===== src/rtl/fpcmp_pkg.sv =====
package fpcmp_pkg;

    localparam int SGL_EXP_W = 8;
    localparam int DBL_EXP_W = 11;

    typedef struct packed {
        logic nan;
        logic snan;
        logic zero;
    } fp_class_t;

    typedef struct packed {
        logic lt;
        logic eq;
        logic un;
    } fp_rel_t;

    typedef enum logic [1:0] {
        MASK_UN = 2'd0,
        MASK_EQ = 2'd1,
        MASK_LT = 2'd2
    } mask_bit_e;

    function automatic logic rel_select(input fp_rel_t r, input logic [2:0] mask);
        return (mask[MASK_UN] & r.un) | (mask[MASK_EQ] & r.eq) | (mask[MASK_LT] & r.lt);
    endfunction

    function automatic logic invalid_rule(input logic signaling, input fp_class_t a,
                                          input fp_class_t b);
        return signaling ? (a.nan | b.nan) : (a.snan | b.snan);
    endfunction

endpackage


===== src/rtl/fpcmp_classify.sv =====
module fpcmp_classify
    import fpcmp_pkg::*;
#(
    parameter int EXP_W  = 8,
    parameter int FRAC_W = 23
) (
    input  logic [EXP_W+FRAC_W:0] value,
    output fp_class_t             cls
);
    localparam int W = EXP_W + FRAC_W + 1;

    logic [EXP_W-1:0]  expo;
    logic [FRAC_W-1:0] frac;

    assign expo = value[W-2 -: EXP_W];
    assign frac = value[FRAC_W-1:0];

    always_comb begin
        cls.nan  = (&expo) & (|frac);
        cls.snan = (&expo) & (|frac) & ~frac[FRAC_W-1];
        cls.zero = ~(|expo) & ~(|frac);
    end

    always_comb begin
        a_r7_snan_is_nan: assert (!cls.snan || cls.nan);
    end

endmodule


===== src/rtl/fpcmp_order.sv =====
module fpcmp_order
    import fpcmp_pkg::*;
#(
    parameter int W = 32
) (
    input  logic [W-1:0] a,
    input  logic [W-1:0] b,
    input  fp_class_t    ca,
    input  fp_class_t    cb,
    output fp_rel_t      rel
);
    logic         sa, sb;
    logic [W-2:0] ma, mb;
    logic         mag_lt, mag_gt, ord_lt;

    assign sa = a[W-1];
    assign sb = b[W-1];
    assign ma = a[W-2:0];
    assign mb = b[W-2:0];
    assign mag_lt = ma < mb;
    assign mag_gt = ma > mb;

    always_comb begin
        if (sa != sb) ord_lt = sa;
        else if (sa)  ord_lt = mag_gt;
        else          ord_lt = mag_lt;
    end

    always_comb begin
        rel.un = ca.nan | cb.nan;
        rel.eq = ~rel.un & ((ca.zero & cb.zero) | (a == b));
        rel.lt = ~rel.un & ~rel.eq & ord_lt;
    end

    always_comb begin
        a_r3_rel_exclusive: assert ($onehot0({rel.un, rel.eq, rel.lt}));
    end

endmodule


===== src/rtl/fpcmp_unit.sv =====
module fpcmp_unit
    import fpcmp_pkg::*;
#(
    parameter bit IS_DOUBLE = 1'b0,
    localparam int EXP_W  = IS_DOUBLE ? DBL_EXP_W : SGL_EXP_W,
    localparam int W      = IS_DOUBLE ? 64 : 32,
    localparam int FRAC_W = W - 1 - EXP_W,
    localparam int CC_N   = 8,
    localparam int CC_W   = $clog2(CC_N)
) (
    input  logic            clk,
    input  logic            rst,
    input  logic            in_valid,
    input  logic [W-1:0]    op_a,
    input  logic [W-1:0]    op_b,
    input  logic [3:0]      pred,
    input  logic [CC_W-1:0] cc_idx,
    output logic            cc_we,
    output logic [CC_W-1:0] cc_sel,
    output logic            cc_value,
    output logic            exc_invalid
);
    logic [W-1:0] ops [2];
    fp_class_t    cls [2];
    fp_rel_t      rel;
    logic         result_now, invalid_now;

    assign ops[0] = op_a;
    assign ops[1] = op_b;

    for (genvar g = 0; g < 2; g++) begin : g_cls
        fpcmp_classify #(.EXP_W(EXP_W), .FRAC_W(FRAC_W)) u_cls (
            .value(ops[g]),
            .cls  (cls[g])
        );
    end

    fpcmp_order #(.W(W)) u_ord (
        .a  (op_a),
        .b  (op_b),
        .ca (cls[0]),
        .cb (cls[1]),
        .rel(rel)
    );

    assign result_now  = rel_select(rel, pred[2:0]);
    assign invalid_now = invalid_rule(pred[3], cls[0], cls[1]);

    always_ff @(posedge clk) begin
        if (rst) begin
            cc_we       <= 1'b0;
            cc_sel      <= '0;
            cc_value    <= 1'b0;
            exc_invalid <= 1'b0;
        end else begin
            cc_we       <= in_valid;
            exc_invalid <= in_valid & invalid_now;
            if (in_valid) begin
                cc_sel   <= cc_idx;
                cc_value <= result_now;
            end
        end
    end

    a_r1_strobe: assert property (@(posedge clk) disable iff (rst)
        in_valid |=> (cc_we && cc_sel == $past(cc_idx)));

    a_r8_idle: assert property (@(posedge clk) disable iff (rst)
        !in_valid |=> (!cc_we && !exc_invalid && $stable(cc_value)));

    a_r2_false_code: assert property (@(posedge clk) disable iff (rst)
        (in_valid && pred[2:0] == 3'd0) |=> !cc_value);

    a_r4_zero_equal: assert property (@(posedge clk) disable iff (rst)
        (in_valid && cls[0].zero && cls[1].zero && pred[1]) |=> cc_value);

    a_r6_signaling: assert property (@(posedge clk) disable iff (rst)
        (in_valid && pred[3] && (cls[0].nan || cls[1].nan)) |=> exc_invalid);

endmodule


===== config.mk =====
export PLATFORM = sky130hd
export DESIGN_NAME = fpcmp_unit
export DESIGN_NICKNAME = d
export VERILOG_FILES = /design/src/rtl/fpcmp_pkg.sv /design/src/rtl/fpcmp_classify.sv /design/src/rtl/fpcmp_order.sv /design/src/rtl/fpcmp_unit.sv
export SDC_FILE = /design/constraint.sdc
export NUM_CORES = 1
export LEC_CHECK = 0
export BUFFER_PORTS_ARGS = -buffer_cell sky130_fd_sc_hd__buf_2
export CORE_ASPECT_RATIO = 0.5
export CORE_UTILIZATION = 35
export CTS_BUF_LIST = sky130_fd_sc_hd__clkbuf_4
export CTS_CLUSTER_DIAMETER = 30
export DETAILED_ROUTE_END_ITERATION = 8
export GPL_ROUTABILITY_DRIVEN = 1
export PLACE_DENSITY = 0.78
export SKIP_LAST_GASP = 1
export SYNTH_ARGS = -nofsm -noshare
export SYNTH_HDL_FRONTEND = slang
export SYNTH_SLANG_ARGS = --single-unit
export TNS_END_PERCENT = 10

===== constraint.sdc =====
create_clock -name clk -period 1.38 [get_ports clk]
set_clock_uncertainty 0.05 [all_clocks]
set_input_delay 0 -clock clk [delete_from_list [all_inputs] [get_ports clk]]
set_output_delay 0 -clock clk [all_outputs]
set_load 0.05 [all_outputs]

# --- Yosys cells after proc, flatten, opt, wreduce, memory -nomap -nowiden ---
# Index checks and enable logic that the tools add are counted.
op_classes:
  magnitude_cmp: 2
  eq_ne: 2
  n_mux: 3
  bitwise: 27
  reduce_logical: 6
op_table:
  columns: ["cell", "n"]
  rows:
  - ["23-bit OR reduction", 2]
  - ["32-bit == test", 1]
  - ["31-bit greater-than comparator", 1]
  - ["31-bit < comparator", 1]
  - ["8-bit AND reduction", 2]
  - ["8-bit OR reduction", 2]
  - ["1-bit AND", 14]
  - ["1-bit inverter", 8]
  - ["1-bit bitwise OR", 5]
  - ["1-bit two-way mux", 3]
  - ["1-bit inequality test", 1]
word_totals:
  ff_bits: 6
  input_bits: 74
  out_inout_bits: 6

# --- Depth between registers and ports, before layout ---
depth:
  ltp_word: 11
  mapped_depth: 8
  mapped_depth_nobuf: 8

# --- By module ---
# From an unflattened synthesis, not the netlist that was laid out.
hier_totals:
  cells_unflattened: 169
  hier_area_um2: 1262.5
modules_own_cells:
  columns: ["mod", "n_inst", "cells_per_inst", "area_each_um2", "seq_area_each_um2"]
  rows:
  - ["fpcmp_order", 1, 120, 830.8, 0.0]
  - ["fpcmp_unit", 1, 19, 216.5, 120.1]
  - ["fpcmp_classify", 2, 15, 107.6, 0.0]

# --- Worst setup path before layout ---
# OpenSTA, ideal clock, no wires.
synth_timing:
  path_type: "input to register"
  start: "input port op_b[25]"
  end: "register cc_value"
  t_arrival_ns: 1.347
  slack_ns: -0.096
  stages: 8
  path_buffers: 0
  cell_sequence: "inv_1 > ha_1 > nand4_2 > nor4_2 > and4_2 > o2111a_1 > o31ai_1 > o211ai_1"
synth_between:
  elab_chain_cells: 11
synth_lines:
  columns: ["item", "line", "rtl"]
  rows:
  - ["start: declaration", "fpcmp_unit.sv:15", "input logic [W-1:0] op_b,"]
  - ["parallel branches: the longest is 10 deep, another holds 31-bit < comparator", null, null]
  - ["1-bit bitwise OR *", "fpcmp_pkg.sv:25", "return (mask[MASK_UN] & r.un) | (mask[MASK_EQ] & r.eq) | (mask[MASK_LT] & r.lt);"]
  - ["end signal: assignment", "fpcmp_unit.sv:60", "cc_value <= result_now;"]
  - ["end: declaration", "fpcmp_unit.sv:20", "output logic cc_value,"]
# Every way passes the cells marked *.
# A chain may end at the register's enable or synchronous reset.

# --- Worst setup path after layout ---
layout_timing:
  start: "input port op_a[18]"
  end: "register cc_value"
layout_between:
  elab_chain_cells: 11
layout_lines:
  columns: ["item", "line", "rtl"]
  rows:
  - ["start: declaration", "fpcmp_unit.sv:14", "input logic [W-1:0] op_a,"]
  - ["parallel branches: the longest is 10 deep, another holds 31-bit < comparator", null, null]
  - ["1-bit bitwise OR *", "fpcmp_pkg.sv:25", null]
# Marked as above.

==> results.py <==
metrics = {
    "job": {
        "max-cap-violations": 0,
    },
    "cts": {
        "clk_latency_ns": 0.24,
        "cts_sinks": 6,
        "tritoncts": "done",
        "cts.path.max_buffers": 2,
        "cts_buffers": 3,
        "cts_root_buffer": "clkbuf_4",
        "cts_htree_levels": 1,
        "path_clk_slew_ns": 0.04,
    },
    "synthesis": {
        "synth_edf_count": 0,
        "synthTopCellsByArea": "ha_1 30%, dfxtp_1 9.2%, inv_1 9.2%",
        "synth_top_cell_area_share": 0.2978,
        "synthAdderAreaFrac": 0.2978,
        "yosysUniqueCellTypes": 35,
        "syn_area_per_cell_um2": 7.529,
        "synth-xor-area-share": 0.006724,
        "yosysTopAreaCell": "ha_1",
        "synthSimpleGateAreaFrac": 0.3103,
        "netlist_instances": 173,
        "synth_seq_cells": 6,
        "ys.flop_type": "dfxtp_1",
        "syn_nets": 278,
        "yosysMostFrequentCell": "inv_1",
        "synth_mux_area_frac": 0.02305,
        "synthArstFlopShare": 0,
        "synth_top_family_by_area": "simple AND/OR/NAND/NOR gates",
        "synthTopCellsByCount": "32 x inv_1, 31 x ha_1, 13 x nand4_1",
        "synth_compound_area_frac": 0.1720,
        "ys_seq_area_frac": 0.09222,
        "ys_warn_count": 0,
        "syn_area_mm2": 0.001302,
    },
    "global_routing": {
        "track_usage": 0.2261,
        "grt_pass1_wl_mm": 6.920,
        "grt_max_degree": 7,
        "first_global_vias": 1611,
        "antenna_found_initial": 0,
        "grt-ovfl-total": 0,
    },
    "drt": {
        "drc": 0,
        "vias": 1712,
        "firstDrtPassIters": 4,
        "routed_wl_mm": 4.729,
        "wl_per_cell_um": 14.03,
        "drt-initial-drc-count": 37,
        "vias_per_cell": 5.080,
        "ant_nets": 0,
    },
    "timing": {
        "worst_slew_pin_slew_ns": 0.3366,
        "min_period_ns": 1.453,
        "period_share": 1.053,
        "tns_ns": -0.09135,
        "setup_viol": 2,
        "layout_setup_ws_ns": -0.07326,
        "grt_setup_unrepaired": "true",
        "slew_violations": 0,
        "timing.fmax_mhz": 688.1,
        "hold_violations": 0,
        "slew_headroom": 0.7737,
    },
    "placement": {
        "finalWeightedCongestion": 0.7966,
        "io_buffers": 79,
        "hpwl_mm": 3.719,
        "post-place-ws_ns": -0.3523,
    },
    "finish": {
        "syn2layout_area_growth_pct": 93.18,
        "diodes": 0,
        "drive_above_1_share": 0.5769,
        "fin_nets": 393,
        "post-route-util": 0.7208,
    },
    "pwr": {
        "ir_drop_mv": 0.2061,
        "powerDensity_mw_per_mm2": 404.3,
        "p_leak_nw": 1.177,
    },
    "floorplanning": {
        "fp.dieH_um": 45.14,
        "die_x_um": 88.27,
        "design.core.area_mm2": 0.003491,
        "initial_core_util": 0.3731,
        "ios": 80,
        "die_area_mm2": 0.003984,
        "rows": 15,
    },
    "setup_path": {
        "end_kind": "flip-flop",
        "slowest_delay_ns": 0.37,
        "path_max_fanout": 3,
        "crit_path_top_delay_cell": "nor4_4",
        "cp.required_ns": 1.49,
        "cp-start-kind": "input port",
        "path_cells": "buf_6 > ha_4 > nand4_1 > nor4_4 > and4_4 > o2111a_1 > o31ai_2 > o211ai_1",
        "path_class": "input port to flip-flop",
        "arrival_ns": 1.56,
    },
    "status": {
        "violations": "negative setup slack",
        "status": "finished, violations left",
    },
    "min_path": {
        "hp-class": "input port to flip-flop",
    },
}
## final cells by class
cell class              instances  area [um^2]
multi-input cells             134         1420
flip-flops and latches          6        121.4
well taps                      51        63.81
fillers                       262        974.7
repair buffers                111        728.2
clock buffers                   3        22.52
inverters                      32        160.2
## sequential cells by signal, summed over array words and instances, names as in the netlist
name         cells
cc_sel           3
cc_we            1
exc_invalid      1
cc_value         1
## final timing paths
check / from / to / slack [ns] / cells past startpoint
worst min-delay path: pred[3] / exc_invalid / 0.02 / 3
worst max-delay path: op_a[18] / cc_value / -0.07 / 8
worst max register to register: cc_value / cc_value / 0.12 / 6
worst min register to register: cc_sel[2] / cc_sel[2] / 0.44 / 2
## power breakdown
part,internal (mW),switching [mW]
sequential,0.184,0.00362
combinational,0.337,0.335
clock,0.0981,0.0597
total,0.619,0.398
## placed cells by master (no fill, tap or decap), types with 6 or more instances in the layout
master    n
buf_2    67
buf_4    29
ha_4     21
inv_1    19
nand4_1  13
nor2_1   11
a21oi_1  10
ha_1     10
nand2_1   9
inv_4     8
buf_6     8
nor4_2    6
## per-layer routing
| metal | part of all wire | up-vias | GRT usage |
|---|---|---|---|
| li1 | - | 880 | - |
| met1 | 0.44 | 777 | 0.2797 |
| met2 | 0.51 | 47 | 0.4554 |
| met3 | 0.037 | 8 | 0.01280 |
| met4 | 0.0078 | 0 | 0.01935 |
| met5 | 0 | - | 0 |
## timing repair
item,CTS,global route
hold buffers,4,0
buffers inserted,1,4
pin swaps,23,15
endpoints found under the setup margin,1,1
gates resized for setup,30,11
hold endpoints to repair,5,0
## kinds of logic (layout without fill, tap and decap cells)
group / after synthesis / in the layout
and+or+nand+nor: 66 / 66
muxes: 3 / 3
AOI/OAI and AO/OA: 33 / 33
adders and majority gates: 31 / 31
buffers and inverters: 33 / 146
xor gates and xnor gates: 1 / 1
DFF: 6 / 6
## critical path: cells and delay by family
kind / cells / cell delay (ns)
buf+inv: 1 / 0.10
compound gates: 3 / 0.38
simple gates: 3 / 0.81
fa+ha+maj: 1 / 0.26
## stage by stage
stage	std cells	power (mW)	cell area [um^2]	hold WS, ns
detailed placement	325	0.7684	2203	0.1889
global placement	325	0.7436	2203	0.1846
global route	337	1.100	2516	0.05936
finish	337	1.017	2516	0.01732
CTS	333	0.9910	2434	0.008064
floorplan	173	0.4797	1579	0.01669
(Power assumes the default switching activity.)
